## src/rtl/tstore_pkg.sv

```systemverilog
package tstore_pkg;
    typedef enum logic [1:0] {
        ST_IDLE  = 2'd0,
        ST_FIRST = 2'd1,
        ST_RUN   = 2'd2
    } tstore_st_e;
endpackage

```

## src/rtl/tstore_stamp.sv

```systemverilog
// Sample index and quiet-gap counter.
module tstore_stamp #(
    parameter int TS_W = 16
) (
    input  logic            clk,
    input  logic            rst_n,
    input  logic            clr,
    input  logic            adv,
    input  logic            keep,
    output logic [TS_W-1:0] idx,
    output logic            gap_due
);
    localparam logic [TS_W-1:0] GAP_TOP = {TS_W{1'b1}};
    localparam logic [TS_W-1:0] GAP_LIM = GAP_TOP - 1'b1;

    logic [TS_W-1:0] gap;

    always_ff @(posedge clk) begin
        if (!rst_n || clr) begin
            idx <= '0;
            gap <= '0;
        end else if (adv) begin
            idx <= idx + 1'b1;
            gap <= keep ? '0 : gap + 1'b1;
        end
    end

    assign gap_due = (gap == GAP_LIM);

    // the quiet gap never reaches the full counter range
    p_gap_bound_r6: assert property (@(posedge clk) disable iff (!rst_n)
        gap != GAP_TOP);

    // the index advances by one per accepted sample
    p_idx_step_r5: assert property (@(posedge clk) disable iff (!rst_n)
        (adv && !clr) |=> idx == $past(idx) + 1'b1);
endmodule

```

## src/rtl/tstore_track.sv

```systemverilog
// Holds the last stored word and flags a difference.
module tstore_track #(
    parameter int DATA_W = 8
) (
    input  logic              clk,
    input  logic              rst_n,
    input  logic              load,
    input  logic [DATA_W-1:0] din,
    output logic              differs
);
    logic [DATA_W-1:0] held;

    always_ff @(posedge clk) begin
        if (!rst_n)
            held <= '0;
        else if (load)
            held <= din;
    end

    assign differs = (din != held);
endmodule

```

## src/rtl/tstore_top.sv

```systemverilog
module tstore_top #(
    parameter int DATA_W = 8,
    parameter int TS_W   = 16
) (
    input  logic              clk,
    input  logic              rst_n,
    input  logic              arm_i,
    input  logic              mode_all_i,
    input  logic              smp_vld_i,
    input  logic [DATA_W-1:0] smp_dat_i,
    output logic              wr_vld_o,
    output logic [DATA_W-1:0] wr_dat_o,
    output logic [TS_W-1:0]   wr_ts_o
);
    import tstore_pkg::*;

    tstore_st_e      st, st_nx;
    logic            accept, keep;
    logic            differs, gap_due;
    logic [TS_W-1:0] idx;

    tstore_stamp #(.TS_W(TS_W)) u_stamp (
        .clk     (clk),
        .rst_n   (rst_n),
        .clr     (arm_i),
        .adv     (accept),
        .keep    (keep),
        .idx     (idx),
        .gap_due (gap_due)
    );

    tstore_track #(.DATA_W(DATA_W)) u_track (
        .clk     (clk),
        .rst_n   (rst_n),
        .load    (keep),
        .din     (smp_dat_i),
        .differs (differs)
    );

    // state register
    always_ff @(posedge clk) begin
        if (!rst_n)
            st <= ST_IDLE;
        else
            st <= st_nx;
    end

    // next state and store decision
    always_comb begin
        st_nx  = st;
        accept = 1'b0;
        keep   = 1'b0;
        unique case (st)
            ST_IDLE: begin
                accept = 1'b0;
            end
            ST_FIRST: begin
                accept = smp_vld_i;
                keep   = smp_vld_i;
                if (smp_vld_i)
                    st_nx = ST_RUN;
            end
            ST_RUN: begin
                accept = smp_vld_i;
                keep   = smp_vld_i && (mode_all_i || differs || gap_due);
            end
            default: st_nx = ST_IDLE;
        endcase
        if (arm_i) begin
            st_nx  = ST_FIRST;
            accept = 1'b0;
            keep   = 1'b0;
        end
    end

    // write outputs
    always_ff @(posedge clk) begin
        if (!rst_n) begin
            wr_vld_o <= 1'b0;
            wr_dat_o <= '0;
            wr_ts_o  <= '0;
        end else begin
            wr_vld_o <= keep;
            if (keep) begin
                wr_dat_o <= smp_dat_i;
                wr_ts_o  <= idx;
            end
        end
    end

    // nothing is written while unarmed
    p_idle_quiet_r1: assert property (@(posedge clk) disable iff (!rst_n)
        (st == ST_IDLE) |=> !wr_vld_o);

    // reference sample is written with timestamp zero
    p_first_ts0_r2: assert property (@(posedge clk) disable iff (!rst_n)
        (st == ST_FIRST && smp_vld_i && !arm_i) |=> (wr_vld_o && wr_ts_o == '0));

    // store-all writes every sample unchanged
    p_all_mode_r3: assert property (@(posedge clk) disable iff (!rst_n)
        (st == ST_RUN && smp_vld_i && mode_all_i && !arm_i)
        |=> (wr_vld_o && wr_dat_o == $past(smp_dat_i)));

    // an unchanged word with no filler due is dropped
    p_no_dup_r4: assert property (@(posedge clk) disable iff (!rst_n)
        (st == ST_RUN && smp_vld_i && !mode_all_i && !arm_i && !differs && !gap_due)
        |=> !wr_vld_o);

    // no write without a sample
    p_no_spurious_r9: assert property (@(posedge clk) disable iff (!rst_n)
        !smp_vld_i |=> !wr_vld_o);

    // arm discards the sample in its cycle
    p_arm_drop_r8: assert property (@(posedge clk) disable iff (!rst_n)
        arm_i |=> !wr_vld_o);
endmodule

```

## config.mk

```make
export PLATFORM = sky130hd
export DESIGN_NAME = tstore_top
export DESIGN_NICKNAME = d
export VERILOG_FILES = /design/src/rtl/tstore_pkg.sv /design/src/rtl/tstore_stamp.sv /design/src/rtl/tstore_track.sv /design/src/rtl/tstore_top.sv
export SDC_FILE = /design/constraint.sdc
export NUM_CORES = 1
export LEC_CHECK = 0
export CAP_MARGIN = 20
export CORE_MARGIN = 4
export CORE_UTILIZATION = 30
export CTS_CLUSTER_DIAMETER = 60
export DETAILED_ROUTE_END_ITERATION = 12
export PLACE_DENSITY = 0.52
export SLEW_MARGIN = 20
export SYNTH_ARGS = -nofsm -noshare
export SYNTH_HDL_FRONTEND = slang
export SYNTH_SLANG_ARGS = --single-unit
```

## constraint.sdc

```tcl
create_clock -name clk -period 1.9 [get_ports clk]
set_input_delay 0.19 -clock clk [delete_from_list [all_inputs] [get_ports clk]]
set_output_delay 0.19 -clock clk [all_outputs]
set_load 0.03 [all_outputs]
```

# Yosys cells after proc, flatten, opt, wreduce, memory -nomap -nowiden
# Cells that the tools add are included.
[totals]
rom_bits = 0
word_cells = 37
ram_bits = 0
n_memories = 0
latchBits = 0
output_inout_bits = 25
reg_bits = 59
[classes]
n_mux = 8
n_eq_ne = 7
shifts = 0
mul = 0
n_addsub = 2
order_cmp = 0
reduce_logical = 11
n_bitwise = 2
div = 0
[op_table]
columns = ["cell", "n"]
rows = [
  ["16-bit by 1-bit adder with 16-bit output, second input constant", 2],
  ["16-bit equality test, second input constant", 1],
  ["16-bit 2-to-1 mux", 1],
  ["8-bit inequality test", 1],
  ["2-bit OR reduction", 3],
  ["1-bit 2-to-1 mux", 4],
  ["2-bit case mux with 2 select lines", 1],
  ["2-bit AND reduction", 2],
  ["1-bit logical OR", 3],
  ["3-bit inequality test, second input constant", 1],
  ["2-bit by 1-bit equality test with 1-bit output, second input constant", 1],
  ["2-bit equality test, second input constant", 1],
  ["2-bit zero test", 1],
  ["2-bit 2-to-1 mux", 1],
  ["2-bit by 1-bit inequality test with 1-bit output, second input constant", 1],
  ["2-bit inequality test, second input constant", 1],
  ["1-bit NOT", 2],
  ["1-bit case mux with 2 select lines", 1],
  ["1-bit logical AND", 1],
  ["1-bit zero test", 1],
]

# Depth between registers and ports, before layout
[logic_depth]
ltp_word = 7
mapped_depth = 9

# By module
# A second synthesis with hierarchy kept.
[unflattened]
cells_unflattened = 332
area_unflattened_um2 = 3045.4
[by_module_without_submodules]
columns = ["mod", "n_inst", "area_per_inst_um2", "seq_area_each_um2", "cells_per_inst"]
rows = [
  ["tstore_stamp", 1, 1508.9, 640.6, 170],
  ["tstore_top", 1, 1152.4, 540.5, 126],
  ["tstore_track", 1, 384.1, 160.2, 36],
]

# Least setup slack after synthesis
# Ideal clock, no wire load.
[synth_path]
path_kind = "reg2reg"
from = "reg st[1]"
to = "reg u_stamp.idx[15]"
arrival_ps = 1864
setup_slack_ps = -92
n_path_buf = 1
stages_incl_launch_ff = 9
period_less_slack_ps = 1992
required_time_ps = 1772
cell_sequence = "dfxtp_1 inv_1 ha_1 nand2_2 or4_4 buf_6 nor4_4 xnor2_1 nor2_1"
[synth_via]
elab_chain_len = 4
word_cells_on_any_way = 5
[synth_lines]
columns = ["item", "line_no", "rtl"]
rows = [
  ["from (decl)", "tstore_top.sv:17", "tstore_st_e st, st_nx;"],
  ["from (signal assigned)", "tstore_top.sv:45", "st <= st_nx;"],
  ["2-bit by 1-bit equality test with 1-bit output / 2-bit equality test (equally long branches)", "tstore_top.sv:53", "unique case (st)"],
  ["2-bit OR reduction (no source line) (*)", "n/a", ""],
  ["1-bit 2-to-1 mux (*)", "tstore_top.sv:53", ""],
  ["1-bit 2-to-1 mux (*)", "tstore_top.sv:69", "if (arm_i) begin"],
  ["to (signal assigned)", "tstore_stamp.sv:23", "idx <= idx + 1'b1;"],
  ["to (decl)", "tstore_stamp.sv:10", "output logic [TS_W-1:0] idx,"],
]
# Every way passes the cells marked *; elsewhere a longest branch is shown, timed or not.
# A chain may end at the register's enable or synchronous reset.

# Final worst setup path
[layout_path]
from = "reg st[1]"
to = "reg u_stamp.idx[9]"
# Same word-level chain as after synthesis.

==> flow_summary.toml <==
[status]
status = "complete, no violations"

[logic_synthesis]
synth_enable_flop_cells = 0
ys_seq_area_frac = 0.4468
ys_top_cells_by_count = "sky130_fd_sc_hd__nand2_1, sky130_fd_sc_hd__dfxtp_1, sky130_fd_sc_hd__xor2_1, sky130_fd_sc_hd__mux2i_1, sky130_fd_sc_hd__nor3_1"
area_fraction_of_the_dominant_cell_type_after_synthesis = 0.4468
syn_inst = 301
postSynthNetCount = 320
synth_area_per_cell_sq_um = 8.783
synthFlopType = "sky130_fd_sc_hd__dfxtp_1"
post-synth-top-area-cell = "sky130_fd_sc_hd__dfxtp_1"
mappedNetlistArea_sq_mm = 0.002644
netlist-cell-type-count = 29
largest_cells_by_area_after_synthesis = "sky130_fd_sc_hd__dfxtp_1, sky130_fd_sc_hd__mux2i_1, sky130_fd_sc_hd__nand2_1"
async_reset_ff_frac = 0
synthMostInstantiatedCell = "sky130_fd_sc_hd__nand2_1"
ys_ff_latch = 59
yosys_warnings = 0

[global_route]
overflow = 0
grt_start_max_net_pins = 35
grt_pass1_vias = 2204
antenna_violations_before_repair = 0
grt_usage = 0.1240
grt_first_pass_wirelength_um = 10180

[clock_tree]
cts-buffers-inserted = 9
cts-root-to-sink-buffers = 2
numClockSinks = 59
ctsHoldBuffers = 0
post-cts-setup-buffer-count = 0
cts-htree-levels = 3
clock_insertion_delay_worst_skew_ns = 0.33
cts_root_buf = "sky130_fd_sc_hd__clkbuf_8"
clk_pin_slew_worst_paths_ns = 0.07
tritoncts = "built"

[routing]
vias_per_cell = 4.668
detail_route.wirelength_um = 5755
dr.first_iter.drc_count = 51
dr_total_vias = 2180
drtPass1Iterations = 4
drt-wirelength-per-cell_um = 12.32
antenna_violating_nets_post_route = 0
drc = 0

[floorplan]
dieWidth_um = 101.9
effective_utilization_at_floorplan = 0.3154
die_y_um = 101.9
row_count = 33
boundaryPins = 38
fp.dieArea_sq_mm = 0.01038
core_area_sq_mm = 0.008382

[power_and_ir_drop]
power.clock.fraction = 0.440
power_report.internal_total_uw = 1915
power-per-cell-area_mw_per_mm2 = 714.6
p_sw_uw = 583.0
part_of_the_total_power_dissipated_in_combinational_logic = 0.060
netSwitchingFraction = 0.2334
static_leakage_power_uw = 0.001207
seq_power_share = 0.500
ir_worst_vdd_mv = 0.4202

[worst_setup_path]
start_of_the_worst_register_to_register_path = "st[1]"
timing.setup.critical_path_class = "reg2reg"
path_max_fanout = 8
arrival_time_of_the_worst_setup_path_ns = 2.10
cp_launch_type = "flop"
crit_path_end_kind = "flop"
worstSetupStartpoint = "st[1]"
critical_path_required_ns = 2.17

[cells_and_area]
n_fill_cell = 862
synthToLayoutAreaGrowth_pct = 32.23
drive_above_1_share = 0.1409
diodes = 0
finalCoreUtilization = 0.4171
final_cells = 467
post-route-cell-area_sq_mm = 0.003496
finish.net_count = 376

[run]
number_of_violations_of_the_max_capacitance_limit = 0

[timing]
timing.max_slew.rel_slack = 0.7662
max_freq_ghz = 0.5482
report.final.hold_viol_count = 0
max_slew.worst_pin.slew_ns = 0.3475
clock-skew-final_ns = 0.004773
timing.final.max_slew_violations = 0
final-setup-viol-count = 0
fin_crit_sh = 0.9602
finalWorstPathRequiredPeriod_ns = 1.824
rsz0062_at_grt = "true"
finalSetupTns_ns = 0

[hold_path]
startpoint_of_the_worst_hold_path = "rst_n"
worstHoldPathType = "in2reg"

[placed_design]
numPlacedInstances = 451
count_of_input_and_output_buffers = 37
place_area_sq_mm = 0.003289
dpl.hpwl_um = 4232
final_weighted_congestion_in_routability_driven_placement = 0.7351
critical path, stage by stage (launching register included):
cell	delay (ns)
sky130_fd_sc_hd__dfxtp_2	0.35
sky130_fd_sc_hd__inv_2	0.06
sky130_fd_sc_hd__ha_4	0.28
sky130_fd_sc_hd__nand2_2	0.06
sky130_fd_sc_hd__or4_4	0.49
sky130_fd_sc_hd__or3_1	0.39
sky130_fd_sc_hd__a21oi_2	0.14
worst paths after layout:
| path | to | slack, ns | cells past startpoint |
|---|---|---|---|
| setup / recovery | u_stamp.idx[9] | 0.08 | 6 |
| hold reg to reg | wr_ts_o[8] | 0.46 | 2 |
| hold / removal | st[0] | 0.25 | 2 |
| setup reg to reg | u_stamp.idx[9] | 0.08 | 6 |
power groups by stage:
stage	clock network (uW)	logic, uW	registers [uW]
floorplan	0	75.6	1280
global placement	0	149	1280
detailed placement	0	151	1280
CTS	1140	151	1250
global route	1210	165	1250
finish	1100	150	1250
routing by layer:
metal,track usage,share of wire,up-vias
met5,0,0,-
met4,0.04844,0.010,0
met3,0.03823,0.027,9
met2,0.1967,0.47,21
met1,0.1583,0.50,1025
li1,-,-,1125
logic make-up after synthesis:
logic type	Yosys count	synth area share
AOI/OAI and AO/OA	14	0.03124
xor gates and xnor gates	34	0.1126
adders and majority gates	6	0.02839
buffers and inverters	22	0.03549
DFF	59	0.4468
muxes	24	0.09087
and+or+nand+nor	142	0.2546
metrics by stage:
| step | hold slack, ns | setup slack, ns | total power (uW) |
|---|---|---|---|
| final | 0.2490 | 0.07570 | 2498 |
| after floorplan | 0.3138 | 0.02052 | 1358 |
| after detailed placement | 0.4494 | -0.08554 | 1428 |
| after CTS | 0.2486 | 0.06323 | 2539 |
| after global placement | 0.4444 | -0.08289 | 1427 |
| after global routing | 0.2500 | -0.02974 | 2623 |
cells in the final DEF, fill, tap and decap left out, types with 4 or more instances in the layout:
cell type,instances
sky130_fd_sc_hd__or3_1,4
sky130_fd_sc_hd__and3_1,4
sky130_fd_sc_hd__inv_1,4
sky130_fd_sc_hd__nand2_1,64
sky130_fd_sc_hd__xor2_1,25
sky130_fd_sc_hd__xnor2_1,9
sky130_fd_sc_hd__mux2i_1,24
sky130_fd_sc_hd__ha_1,5
sky130_fd_sc_hd__nand4_1,7
sky130_fd_sc_hd__clkbuf_8,9
sky130_fd_sc_hd__clkdlybuf4s50_1,36
sky130_fd_sc_hd__nor3_1,22
sky130_fd_sc_hd__o21ai_0,4
sky130_fd_sc_hd__a21oi_1,6
sky130_fd_sc_hd__nor2_1,17
sky130_fd_sc_hd__nand3_1,9
sky130_fd_sc_hd__buf_4,22
sky130_fd_sc_hd__dfxtp_1,57
layout make-up:
cell class / instances / area [sq um] / area share
clock buffer: 11 / 131.4 / 0.03758
clock inverter: 5 / 53.80 / 0.01539
inverter: 6 / 22.52 / 0.006442
multi-input combinational: 220 / 1403 / 0.4012
sequential: 59 / 1184 / 0.3386
tap: 105 / 131.4 / 0.03758
timing repair buffer: 61 / 570.5 / 0.1632
repair_timing:
item	4_1_cts	5_1_grt
resized for setup	0	5
setup endpoints to repair	2	12
pin swaps	1	0
sequential cells by signal, summed over array words and instances, names as in the netlist:
register,cells
st,2
u_stamp.gap,16
u_stamp.idx,16
u_track.held,8
wr_ts_o,16
wr_vld_o,1
Note: power is estimated with default switching activity, not from simulation.
